File: src/rtl/trap_cmp_pkg.sv
package trap_cmp_pkg;

    localparam int XLEN   = 64;
    localparam int WORD_W = 32;
    localparam int COND_W = 5;
    localparam int CLS_W  = 3;

    // bit positions of the condition mask (decoded by the instruction field)
    localparam int C_SLT = 4;
    localparam int C_SGT = 3;
    localparam int C_EQ  = 2;
    localparam int C_ULT = 1;
    localparam int C_UGT = 0;

    localparam logic [CLS_W-1:0] PROG_TRAP_CLASS = 3'b101;

    typedef enum logic {
        SZ_WORD  = 1'b0,
        SZ_DWORD = 1'b1
    } op_size_e;

    // packed order matches the mask bit positions above
    typedef struct packed {
        logic slt;
        logic sgt;
        logic eq;
        logic ult;
        logic ugt;
    } cmp_flags_t;

    typedef struct packed {
        logic [CLS_W-1:0]  cls;
        logic [COND_W-1:0] hits;
    } trap_reason_t;

    function automatic logic [COND_W-1:0] flags_to_vec(cmp_flags_t f);
        return {f.slt, f.sgt, f.eq, f.ult, f.ugt};
    endfunction

endpackage

File: src/rtl/trap_operand_prep.sv
module trap_operand_prep
    import trap_cmp_pkg::*;
#(
    parameter int OP_W   = XLEN,
    parameter int NARROW = WORD_W
) (
    input  logic [OP_W-1:0] op_i,
    input  op_size_e        size_i,
    output logic [OP_W:0]   sext_o,
    output logic [OP_W:0]   zext_o
);
    localparam int PAD_W = OP_W + 1 - NARROW;

    always_comb begin
        if (size_i == SZ_DWORD) begin
            sext_o = {op_i[OP_W-1], op_i};
            zext_o = {1'b0, op_i};
        end else begin
            sext_o = {{PAD_W{op_i[NARROW-1]}}, op_i[NARROW-1:0]};
            zext_o = {{PAD_W{1'b0}}, op_i[NARROW-1:0]};
        end
    end

endmodule

File: src/rtl/trap_comparator.sv
module trap_comparator
    import trap_cmp_pkg::*;
#(
    parameter int CW = XLEN + 1
) (
    input  logic [CW-1:0] a_s_i,
    input  logic [CW-1:0] b_s_i,
    input  logic [CW-1:0] a_u_i,
    input  logic [CW-1:0] b_u_i,
    output cmp_flags_t    flags_o
);
    always_comb begin
        flags_o.slt = $signed(a_s_i) < $signed(b_s_i);
        flags_o.sgt = $signed(a_s_i) > $signed(b_s_i);
        flags_o.eq  = (a_u_i == b_u_i);
        flags_o.ult = a_u_i < b_u_i;
        flags_o.ugt = a_u_i > b_u_i;
    end

endmodule

File: src/rtl/trap_out_reg.sv
module trap_out_reg
    import trap_cmp_pkg::*;
(
    input  logic              clk,
    input  logic              rst,
    input  logic              valid_i,
    input  logic [COND_W-1:0] cond_i,
    input  cmp_flags_t        flags_i,
    output logic              trap_q_o,
    output trap_reason_t      reason_q_o
);
    logic [COND_W-1:0] hits;
    logic              fire;

    always_comb begin
        hits = cond_i & flags_to_vec(flags_i);
        fire = |hits;
    end

    always_ff @(posedge clk) begin
        if (rst) begin
            trap_q_o   <= 1'b0;
            reason_q_o <= '0;
        end else begin
            trap_q_o <= valid_i && fire;
            if (valid_i) begin
                reason_q_o.cls  <= PROG_TRAP_CLASS;
                reason_q_o.hits <= hits;
            end
        end
    end

    AST_NO_SPURIOUS: assert property (@(posedge clk) disable iff (rst)
        !valid_i |=> !trap_q_o);
    AST_REASON_HOLD: assert property (@(posedge clk) disable iff (rst)
        !valid_i |=> $stable(reason_q_o));
    AST_ZERO_MASK: assert property (@(posedge clk) disable iff (rst)
        (valid_i && cond_i == '0) |=> !trap_q_o);
    AST_FULL_MASK: assert property (@(posedge clk) disable iff (rst)
        (valid_i && cond_i == '1) |=> trap_q_o);
    AST_TRAP_MATCH: assert property (@(posedge clk) disable iff (rst)
        valid_i |=> (trap_q_o == (reason_q_o.hits != '0)));
    AST_RESET_CLEAR: assert property (@(posedge clk)
        rst |=> (!trap_q_o && reason_q_o == '0));

endmodule

File: src/rtl/trap_cmp_unit.sv
module trap_cmp_unit
    import trap_cmp_pkg::*;
(
    input  logic              clk,
    input  logic              rst,
    input  logic              valid_i,
    input  logic [XLEN-1:0]   op_a_i,
    input  logic [XLEN-1:0]   op_b_i,
    input  logic [COND_W-1:0] cond_i,
    input  logic              dword_i,
    output logic              trap_o,
    output logic [7:0]        reason_o
);
    localparam int NUM_OPS = 2;
    localparam int EXT_W   = XLEN + 1;

    op_size_e         size;
    logic [XLEN-1:0]  ops  [NUM_OPS];
    logic [EXT_W-1:0] sext [NUM_OPS];
    logic [EXT_W-1:0] zext [NUM_OPS];
    cmp_flags_t       flags;
    logic             trap_q;
    trap_reason_t     reason_q;

    assign size   = op_size_e'(dword_i);
    assign ops[0] = op_a_i;
    assign ops[1] = op_b_i;

    for (genvar g = 0; g < NUM_OPS; g++) begin : g_prep
        trap_operand_prep #(
            .OP_W   (XLEN),
            .NARROW (WORD_W)
        ) u_prep (
            .op_i   (ops[g]),
            .size_i (size),
            .sext_o (sext[g]),
            .zext_o (zext[g])
        );
    end

    trap_comparator #(
        .CW (EXT_W)
    ) u_cmp (
        .a_s_i   (sext[0]),
        .b_s_i   (sext[1]),
        .a_u_i   (zext[0]),
        .b_u_i   (zext[1]),
        .flags_o (flags)
    );

    trap_out_reg u_out (
        .clk        (clk),
        .rst        (rst),
        .valid_i    (valid_i),
        .cond_i     (cond_i),
        .flags_i    (flags),
        .trap_q_o   (trap_q),
        .reason_q_o (reason_q)
    );

    assign trap_o   = trap_q;
    assign reason_o = reason_q;

    AST_SIGNED_EXCL: assert property (@(posedge clk) disable iff (rst)
        valid_i |-> $onehot({flags.slt, flags.sgt, flags.eq}));
    AST_UNSIGNED_EXCL: assert property (@(posedge clk) disable iff (rst)
        valid_i |-> $onehot({flags.ult, flags.ugt, flags.eq}));
    AST_WORD_EQ_LOW: assert property (@(posedge clk) disable iff (rst)
        (valid_i && !dword_i && op_a_i[WORD_W-1:0] == op_b_i[WORD_W-1:0]) |-> flags.eq);

endmodule

File: config.mk
export PLATFORM = sky130hd
export DESIGN_NAME = trap_cmp_unit
export DESIGN_NICKNAME = d
export VERILOG_FILES = /design/src/rtl/trap_cmp_pkg.sv /design/src/rtl/trap_operand_prep.sv /design/src/rtl/trap_comparator.sv /design/src/rtl/trap_out_reg.sv /design/src/rtl/trap_cmp_unit.sv
export SDC_FILE = /design/constraint.sdc
export NUM_CORES = 1
export LEC_CHECK = 0
export ABC_AREA = 1
export BUFFER_PORTS_ARGS = -buffer_cell sky130_fd_sc_hd__clkbuf_2
export CORE_ASPECT_RATIO = 0.7
export CORE_MARGIN = 2
export CORE_UTILIZATION = 50
export CTS_CLUSTER_SIZE = 40
export DETAILED_ROUTE_END_ITERATION = 10
export PLACE_DENSITY = 0.89
export SYNTH_ARGS = -nofsm -noshare
export SYNTH_HDL_FRONTEND = slang
export SYNTH_SLANG_ARGS = --single-unit
File: constraint.sdc
create_clock -name clk -period 2.6 [get_ports clk]
set_input_delay 0.13 -clock clk [delete_from_list [all_inputs] [get_ports clk]]
set_output_delay 0.13 -clock clk [all_outputs]
set_load 0.005 [all_outputs]
**After elaboration in Yosys (flattened, before gate mapping)**

Index checks and enable logic that the tools add are counted.

- Add/sub/neg operators: 0
- Bitwise operators: 1
- Divide/modulo/power cells: 0
- Multiply operators: 0
- Reductions and logical operators: 2
- $lt $le $gt $ge: 4
- Mux-type cells: 4
- Equality and inequality tests: 1
- Shifts and indexed selects: 0

Operator list:

| cell | number |
|---|---|
| 2-to-1 mux 65 bit | 2 |
| 2-to-1 mux 64 bit | 2 |
| > comparator 65 bit | 1 |
| less-than comparator 65 bit | 1 |
| == test 64 bit | 1 |
| > comparator 64 bit | 1 |
| less-than comparator 64 bit | 1 |
| AND 5 bit | 1 |
| OR reduction 5 bit | 1 |
| logical AND 1 bit | 1 |

- Output and inout bits: 9
- Register bits: 7
- Bits in latches: 0
- Memory bits (writable): 0
- Logic and storage cells: 15
- ROM bits: 0
- Memories: 0
- Input port bits: 137

**Depth between registers and ports, before layout**

Gate-level depths: netlist (run 1).

- Depth in word-level cells: 5
- Depth in mapped cells: 21
- Gate-level depth less buffers: 19

**Modules after synthesis**

A second synthesis (run 1) with hierarchy kept.

- Cells, all modules: 981
- Area total of the unflattened synthesis: 5780.5 um^2

Modules (own cells, without submodules):

| module | times used | seq. area each (um^2) | area an instance (um^2) | cells an instance |
|---|---|---|---|---|
| trap_comparator | 1 | 0.0 | 3622.2 | 603 |
| trap_operand_prep | 2 | 0.0 | 942.2 | 172 |
| trap_out_reg | 1 | 140.1 | 274.0 | 34 |

**Worst setup path before layout (run 1)**

Ideal clock, no wire load.

- Path type: in2reg
- From: input dword_i
- To: register u_out.trap_q_o
- Buffers on the path: 3
- Cell stages on the path: 20
- Data required time: 2491 ps
- Setup slack: 244 ps
- Arrival time: 2248 ps
- Setup time: 109 ps
- Cell sequence: clkbuf_1 -> clkbuf_1 -> buf_1 -> a21oi_1 -> ha_1 -> nand2_1 -> nor2_1 -> inv_2 -> nor2_1 -> nand2_1 -> nor2_2 -> nand2_1 -> nand3_2 -> nor2_2 -> nand2_2 -> nand2_1 -> nand3_2 -> nand3_2 -> nand2_1 -> inv_1

- Longest elaborated chain between the ends: 5
- Elaborated cells between the ends (all ways): 12
- Classes of those cells: 4 x order compare; 1 x eq/ne; 4 x mux; 1 x bitwise; 2 x reduce/logical

Ends and longest elaborated chain:

| item | line | text |
|---|---|---|
| from (decl) | trap_cmp_unit.sv:10 | `input logic dword_i,` |
| 2-to-1 mux 65 bit or 2-to-1 mux 64 bit (tied branches) | trap_operand_prep.sv:15 | `if (size_i == SZ_DWORD) begin` |
| > comparator 65 bit (tied with other cells) | trap_comparator.sv:14 | `flags_o.sgt = $signed(a_s_i) > $signed(b_s_i);` |
| AND 5 bit * | trap_out_reg.sv:16 | `hits = cond_i & flags_to_vec(flags_i);` |
| OR reduction 5 bit * | trap_out_reg.sv:17 | `fire = \|hits;` |
| logical AND 1 bit * | trap_out_reg.sv:25 | `trap_q_o <= valid_i && fire;` |
| to (signal assigned) | trap_out_reg.sv:25 |  |
| to (decl) | trap_out_reg.sv:9 | `output logic trap_q_o,` |

Every way passes the cells marked *; elsewhere a longest branch is shown, timed or not.
A chain may end at the register's enable or synchronous reset.

**Final worst setup path (run 1)**

Ends and elaborated chain as after synthesis.

==> metrics.md, run 1 <==
| Metric | Value |
|---|---|
| Worst-path clk slew | approximately 0.040 ns |
| Sw Ratio | 0.474 |
| Min cycle time layout | 2.16 ns |
| Maxcap violations | 0 |
| GRT Util Overall | 0.247 |
| Hold endpoint | u_out.reason_q_o[5] |
| WS Path Type | in2reg |
| RSZ-0062 raised after global routing | false |
| Core Rows | 26 |
| Slew Viols, Final | 0 |
| CP max FO | 85 |
| R2R cell count | 2 |
| Skew-Pair Late Insertion Delay | 0.23 ns |
| Final GP Congestion | roughly 0.97 |
| Setup slack, reg-to-reg | ~1.9 ns |
| Max Clk Rate | 463 MHz |
| Register area share after synthesis | 0.0365 |
| Final hold vios | 0 |
| Flop pwr share | 0.111 |
| Ports | 146 |
| Synth area leaders | ha_1 (31%), nand2_1 (23%), a21oi_1 (12%) |
| Fillers | roughly 730 |
| Yosys warns | 0 |
| Initial antenna violation count | 0 |
| Final setup viols | 0 |
| Core Area | 7350 um^2 |
| Post-layout nets | 1045 |
| PortBufs | ~140 |
| TritonCTS clock tree | built |
| Synth Register Bits | 7 |
| Clock share of power | 0.144 |
| Syn_nets | 911 |
| Mapped Cells | between 600 and 700 |
| CP max stage cell | ha_1 |
| Synth Cell Area | ~3800 um^2 |
| Top delay family on crit path | simple AND/OR/NAND/NOR gates |
| Die height | 77.3 um |
| Crit path launch type | input port |
| Final wirelength | a little over 10000 um |
| Hold path cells | 2 |
| RR Startpoint | u_out.reason_q_o[1] |
| Logic gate share of total power | 0.745 |
| Syn_area_per_cell | between 5 and 6 um^2 |
| Drt initial violations | 272 |
| Vias per Instance | 5.01 |
| Critical Path AT | between 2 and 2.5 ns |
| Post-detail-place hpwl | about 9000 um |
| VDD IR max | around 260 uV |
| WP buf/inv | 3 |
| Required @ worst endpoint | about 2.7 ns |
| Wirelength per Cell | 11.1 um |
| Int Power | 574 uW |
| CP cell instances | clkbuf_2, buf_12, a21oi_1, ha_1, nand3_1, nor3_2, nand2_1, nor2_2, nand2_1, nand3_2, nor2_2, nand2_2, nand2_1, nand3_2, nand3_2, nand2_1, inv_1 |
| Antenna fix cells | 0 |
| Synth cell types | 27 |
| Post-cts resize count | 0 |
| Vias in the first global route | ~4100 |
| Placed inst area | approximately 4700 um^2 |
| Starting Density | 0.522 |
| Pre-antenna DRT Iters | 5 |
| CP dominant cell by count | nand2_1 |
| Layout area overhead | 23.0% |
| Cts hold-fix bufs | 0 |
| Remaining Overflow, GRT | 0 |
| Largest stage delay, worst path | about 0.36 ns |
| Share of cells above drive strength 1 | 0.218 |
| PD cells | between 200 and 250 nW/um^2 |
| HP Start | rst |
| Post-CTS setup repair buffer count | 0 |
| First-pass GRT wire length | ~18000 um |
| Status | finished, final reports clean |
| Worst min path class | in2reg |
| CTS sink cnt | 7 |
| Residual DRC count | 0 |
| # H-tree levels | 1 |
| Clock Path Buffers | 2 |
| Total negative slack | 0 ns |
| Leak | between 0.003 and 0.004 uW |
| Net Sw Power | 517 uW |
| R2R Path End | u_out.reason_q_o[1] |
| Synth area leader | ha_1 |
| Clk root buf | clkbuf_8 |
| Critical path capture point type | register |
| Clock skew | 0 ns |
| Top-area cell type share of the netlist area | 0.313 |
| Die area | between 8000 and 9000 um^2 |
| TritonCTS buffer count | 3 |
| Overall die width | around 110 um |
| Via count | about 4600 |
| Antenna-violating nets left | 0 |
| Design area | ~4700 um^2 |
| Fin crit share | 0.830 |
| Largest net degree at the start of global routing | 86 |
[cells in the mapped netlist (all sizes together)]
cell / number
buf: 7
o21bai: 3
conb: 1
ha: 96
dfxtp: 7
a21o: 3
nor3: 6
o21a: 7
nand4: 12
nand3: 24
clkbuf: 13
o21ai: 14
and3b: 1
nor4: 1
inv: 111
nor3b: 1
a21oi: 90
nand2: 234
nor2: 47
[metrics by stage]
step | hold WS (ns) | setup slack [ns] | std cells | total power (uW) | utilization
after floorplan | 0.202 | 0.244 | 678 | 669 | -
after global placement | 0.344 | 0.289 | 905 | 913 | 0.636
after detailed placement | 0.351 | 0.244 | 905 | 922 | 0.636
after CTS | 0.109 | 0.457 | 909 | 1090 | 0.642
after global routing | 0.135 | 0.152 | 909 | 1230 | 0.642
final | 0.114 | 0.441 | 909 | 1090 | 0.642
[flip-flops by register name, summed over array words and instances (netlist names)]
signal / count
u_out.trap_q_o: 1
u_out.reason_q_o: 6
[power by group through the flow]
stage          Combinational [uW]  Clock [uW]  Sequential (uW)
2_1_floorplan                 547           0              122
3_3_place_gp                  790           0              122
3_5_place_dp                  800           0              122
4_1_cts                       809         159              121
5_1_grt                       943         167              122
6_report                      813         157              121
[area by class of cell]
cell class	instances	area, um^2	share of cell area
repair buffers	149	796	0.169
flip-flops and latches	7	140	0.0297
well taps	98	123	0.0260
inverters	111	417	0.0883
multi-input cells	540	3200	0.678
clock buffers	4	45.0	0.00954
[layer usage]
| metal | track usage | up-vias | wire length, um |
|---|---|---|---|
| met5 | 0 | - | 0 |
| li1 | - | 2461 | - |
| met3 | 0.0230 | 6 | 716 |
| met2 | 0.383 | 163 | 4110 |
| met1 | 0.381 | 1927 | 5210 |
| met4 | 0.0179 | 0 | 72 |
[cell families after synthesis]
kind of cell               share of synthesized area
other                                       0.000978
DFF                                           0.0365
and+or+nand+nor                                0.357
AOI/OAI and AO/OA                              0.162
adders and majority gates                      0.313
buffers and inverters                          0.130
[worst max path at each step]
stage                     startpoint              to  slack, ns  cells after the start
after CTS                    dword_i  u_out.trap_q_o       0.46                     17
after floorplan              dword_i  u_out.trap_q_o       0.24                     20
after global placement       dword_i  u_out.trap_q_o       0.29                     15
after global routing         dword_i  u_out.trap_q_o       0.15                     17
final                        dword_i  u_out.trap_q_o       0.44                     17
after detailed placement     dword_i  u_out.trap_q_o       0.24                     17
[placed cells by master (no fill, tap or decap), drive strengths merged, types with 3 or more instances in the layout]
| cell type | netlist | routed |
|---|---|---|
| buf | 7 | 5 |
| inv | 111 | 111 |
| ha | 96 | 96 |
| nor2 | 47 | 47 |
| o21bai | 3 | 3 |
| a21oi | 90 | 90 |
| o21a | 7 | 7 |
| nand4 | 12 | 12 |
| nand2 | 234 | 234 |
| clkbuf | 13 | 148 |
| nor3 | 6 | 6 |
| o21ai | 14 | 14 |
| a21o | 3 | 3 |
| dfxtp | 7 | 7 |
| nand3 | 24 | 24 |
(Power assumes the default switching activity.)
==> inputs of run 2 (changes only) <==
--- a/config.mk
+++ b/config.mk
@@ -9,10 +9,10 @@
 export BUFFER_PORTS_ARGS = -buffer_cell sky130_fd_sc_hd__clkbuf_2
 export CORE_ASPECT_RATIO = 0.7
 export CORE_MARGIN = 2
-export CORE_UTILIZATION = 50
+export CORE_UTILIZATION = 47
 export CTS_CLUSTER_SIZE = 40
 export DETAILED_ROUTE_END_ITERATION = 10
-export PLACE_DENSITY = 0.89
+export PLACE_DENSITY = 0.88
 export SYNTH_ARGS = -nofsm -noshare
 export SYNTH_HDL_FRONTEND = slang
 export SYNTH_SLANG_ARGS = --single-unit
==> constraint.sdc (replaced) <==
create_clock -name clk -period 1.9 [get_ports clk]
set_input_delay 0.095 -clock clk [delete_from_list [all_inputs] [get_ports clk]]
set_output_delay 0.095 -clock clk [all_outputs]
set_load 0.005 [all_outputs]
==> run 2 against run 1 <==
Net effect:
- the run now ends with negative setup slack left
- count of clock-buffer cells in the layout unchanged
- core utilization up 15 points
- combinational power up 120%
- sequential power up 37%
- hold slack worse by 0.036 ns
- cell area up 33%
==> metrics.md, run 2 (synthesis gave the netlist of run 1 again) <==
| Metric | Value |
|---|---|
| Post-route setup slack | -0.158 ns |
| Drt initial violations | ~520 |
| Die area | roughly 9000 um^2 |
| # H-tree levels | 1 |
| Final wirelength | roughly 16000 um |
| RR Startpoint | u_out.reason_q_o[1] |
| Vias per Instance | approximately 5.5 |
| Largest register FFs | 6 |
| Slew Viols, Final | 0 |
| Critical path capture point type | register |
| Worst min path class | in2reg |
| Post-detail-place hpwl | approximately 9500 um |
| RSZ-0062 raised after global routing | true |
| Post-layout nets | ~1100 |
| Non-Filler Instances | 971 |
| Total power | 2270 uW |
| R2R Path End | u_out.reason_q_o[1] |
| Clock Path Buffers | 2 |
| Critical Path Start | dword_i |
| Status | finished, violations left |
| PortBufs | 144 |
| Core Area | approximately 8000 um^2 |
| WS Path Type | in2reg |
| VDD IR max | roughly 540 uV |
| Layout area overhead | 63.6% |
| Min cycle time layout | a little over 2 ns |
| Antenna-violating nets left | 0 |
| GRT Util Overall | 0.268 |
| Share of cells above drive strength 1 | 0.410 |
| Required @ worst endpoint | 2.03 ns |
| Overall die width | 112 um |
| TritonCTS clock tree | built |
| Pre-antenna DRT Iters | 9 |
| Commonest cells after routing, fill and taps aside | nand2_1 (184), clkbuf_2 (142), inv_1 (95) |
| CP max FO | 8 |
| Initial antenna violation count | 0 |
| Max Clk Rate | 486 MHz |
| Hold_ws | roughly 0.078 ns |
| Fin crit share | 1.08 |
| Leak | between 0.003 and 0.004 uW |
| Ports | between 100 and 150 |
| Commonest non-fill, non-tap cell in the layout | nand2_1 |
| Final hold vios | 0 |
| Util after Layout | 0.794 |
| Via count | about 5400 |
| First-pass GRT wire length | 20200 um |
| Final setup viols | 5 |
| Starting Density | 0.485 |
| Clk root buf | clkbuf_16 |
| Total negative slack | -0.426 ns |
| PD cells | between 300 and 400 nW/um^2 |
| Skew-Pair Late Insertion Delay | between 0.2 and 0.25 ns |
| Cts hold-fix bufs | 0 |
| Largest net degree at the start of global routing | 19 |
| Final GP Congestion | ~0.98 |
| Antenna fix cells | 0 |
| Residual DRC count | 0 |
| Worst-path clk slew | roughly 0.040 ns |
| Core Rows | 27 |
| Fillers | roughly 550 |
| Clock skew | 0 ns |
| Crit path launch type | input port |
| R2R cell count | 2 |
| Largest register by flop count | u_out.reason_q_o |
| TritonCTS buffer count | 3 |
| Vias in the first global route | 4607 |
| CTS sink cnt | 7 |
| Remaining Overflow, GRT | 0 |
| Biggest regs | u_out.reason_q_o x6, u_out.trap_q_o x1 |
| Placed instance count | approximately 940 |
| Worst Setup EP | u_out.trap_q_o |
| Wirelength per Cell | between 15 and 20 um |
| Die height | ~80 um |
| Maxcap violations | 0 |
| Setup slack, reg-to-reg | ~1.3 ns |
| Critical Path AT | ~2.2 ns |
| Failing checks | negative setup slack |
==> run 2: cell count changes in the layout (fill, tap and decap cells not counted), moves of 17 or more <==
cell     previous run  this run
nand2_1           232       184
a21oi_1            89        68
a21oi_2             1        18
ha_1               96        66
ha_4                0        30
buf_4               2        35
nand2_2             2        42
==> run 2: cell type report <==
cell class                 count  area (um^2)  share of cell area
multi-input combinational    540         3940               0.628
clock buffer                   4         78.8              0.0126
timing repair buffer         208         1570               0.250
inverter                     111          419              0.0668
sequential                     7          140              0.0223
tap                          101          126              0.0201
==> run 2: critical path, stage by stage <==
cell	delay, ns
clkbuf_16	0.15
buf_12	0.15
nand2_4	0.06
inv_2	0.05
ha_4	0.27
nand4_1	0.13
nor2_2	0.17
nand4_1	0.21
nor3_2	0.31
nand2_2	0.11
nand3_2	0.11
nand2_1	0.06
nor2_2	0.11
nand3_2	0.07
nand2_1	0.06
inv_1	0.04
==> run 2: how the worst min path moves through the flow <==
| stage | start | end | slack, ns | cells after the start |
|---|---|---|---|---|
| final | rst | u_out.reason_q_o[5] | 0.08 | 2 |
| after floorplan | rst | u_out.reason_q_o[5] | 0.17 | 1 |
| after CTS | rst | u_out.reason_q_o[5] | 0.08 | 2 |
| after global placement | rst | u_out.reason_q_o[5] | 0.30 | 2 |
| after detailed placement | rst | u_out.reason_q_o[5] | 0.30 | 2 |
| after global routing | rst | u_out.reason_q_o[5] | 0.1 | 2 |
==> run 2: per-layer routing <==
layer,vias up,part of all wire,GRT usage
li1,2573,-,-
met1,2369,0.42,0.366
met5,-,0,0
met3,87,0.090,0.0334
met2,350,0.45,0.450
met4,0,0.048,0.0659
==> run 2: repair_timing <==
item | 4_1_cts | 5_1_grt
pin swaps | 38 | 51
cloned | 5 | 8
gates resized for setup | 67 | 92
endpoints found under the setup margin | 6 | 6
buffers inserted | 7 | 7
==> run 2: stage by stage <==
| step | instance area [um^2] | worst slack [ns] |
|---|---|---|
| global placement | 4990 | -0.427 |
| detailed placement | 4990 | -0.431 |
| global route | 6280 | -0.268 |
| CTS | 5600 | -0.0296 |
| finish | 6280 | -0.158 |
| floorplan | 3960 | -0.0442 |
==> run 2: report_power, final <==
group / total [uW] / internal [uW] / switching [uW]
Clock: 363 / 280 / 83.1
Combinational: 1750 / 818 / 927
Sequential: 166 / 159 / 6.86
Total: 2270 / 1260 / 1020
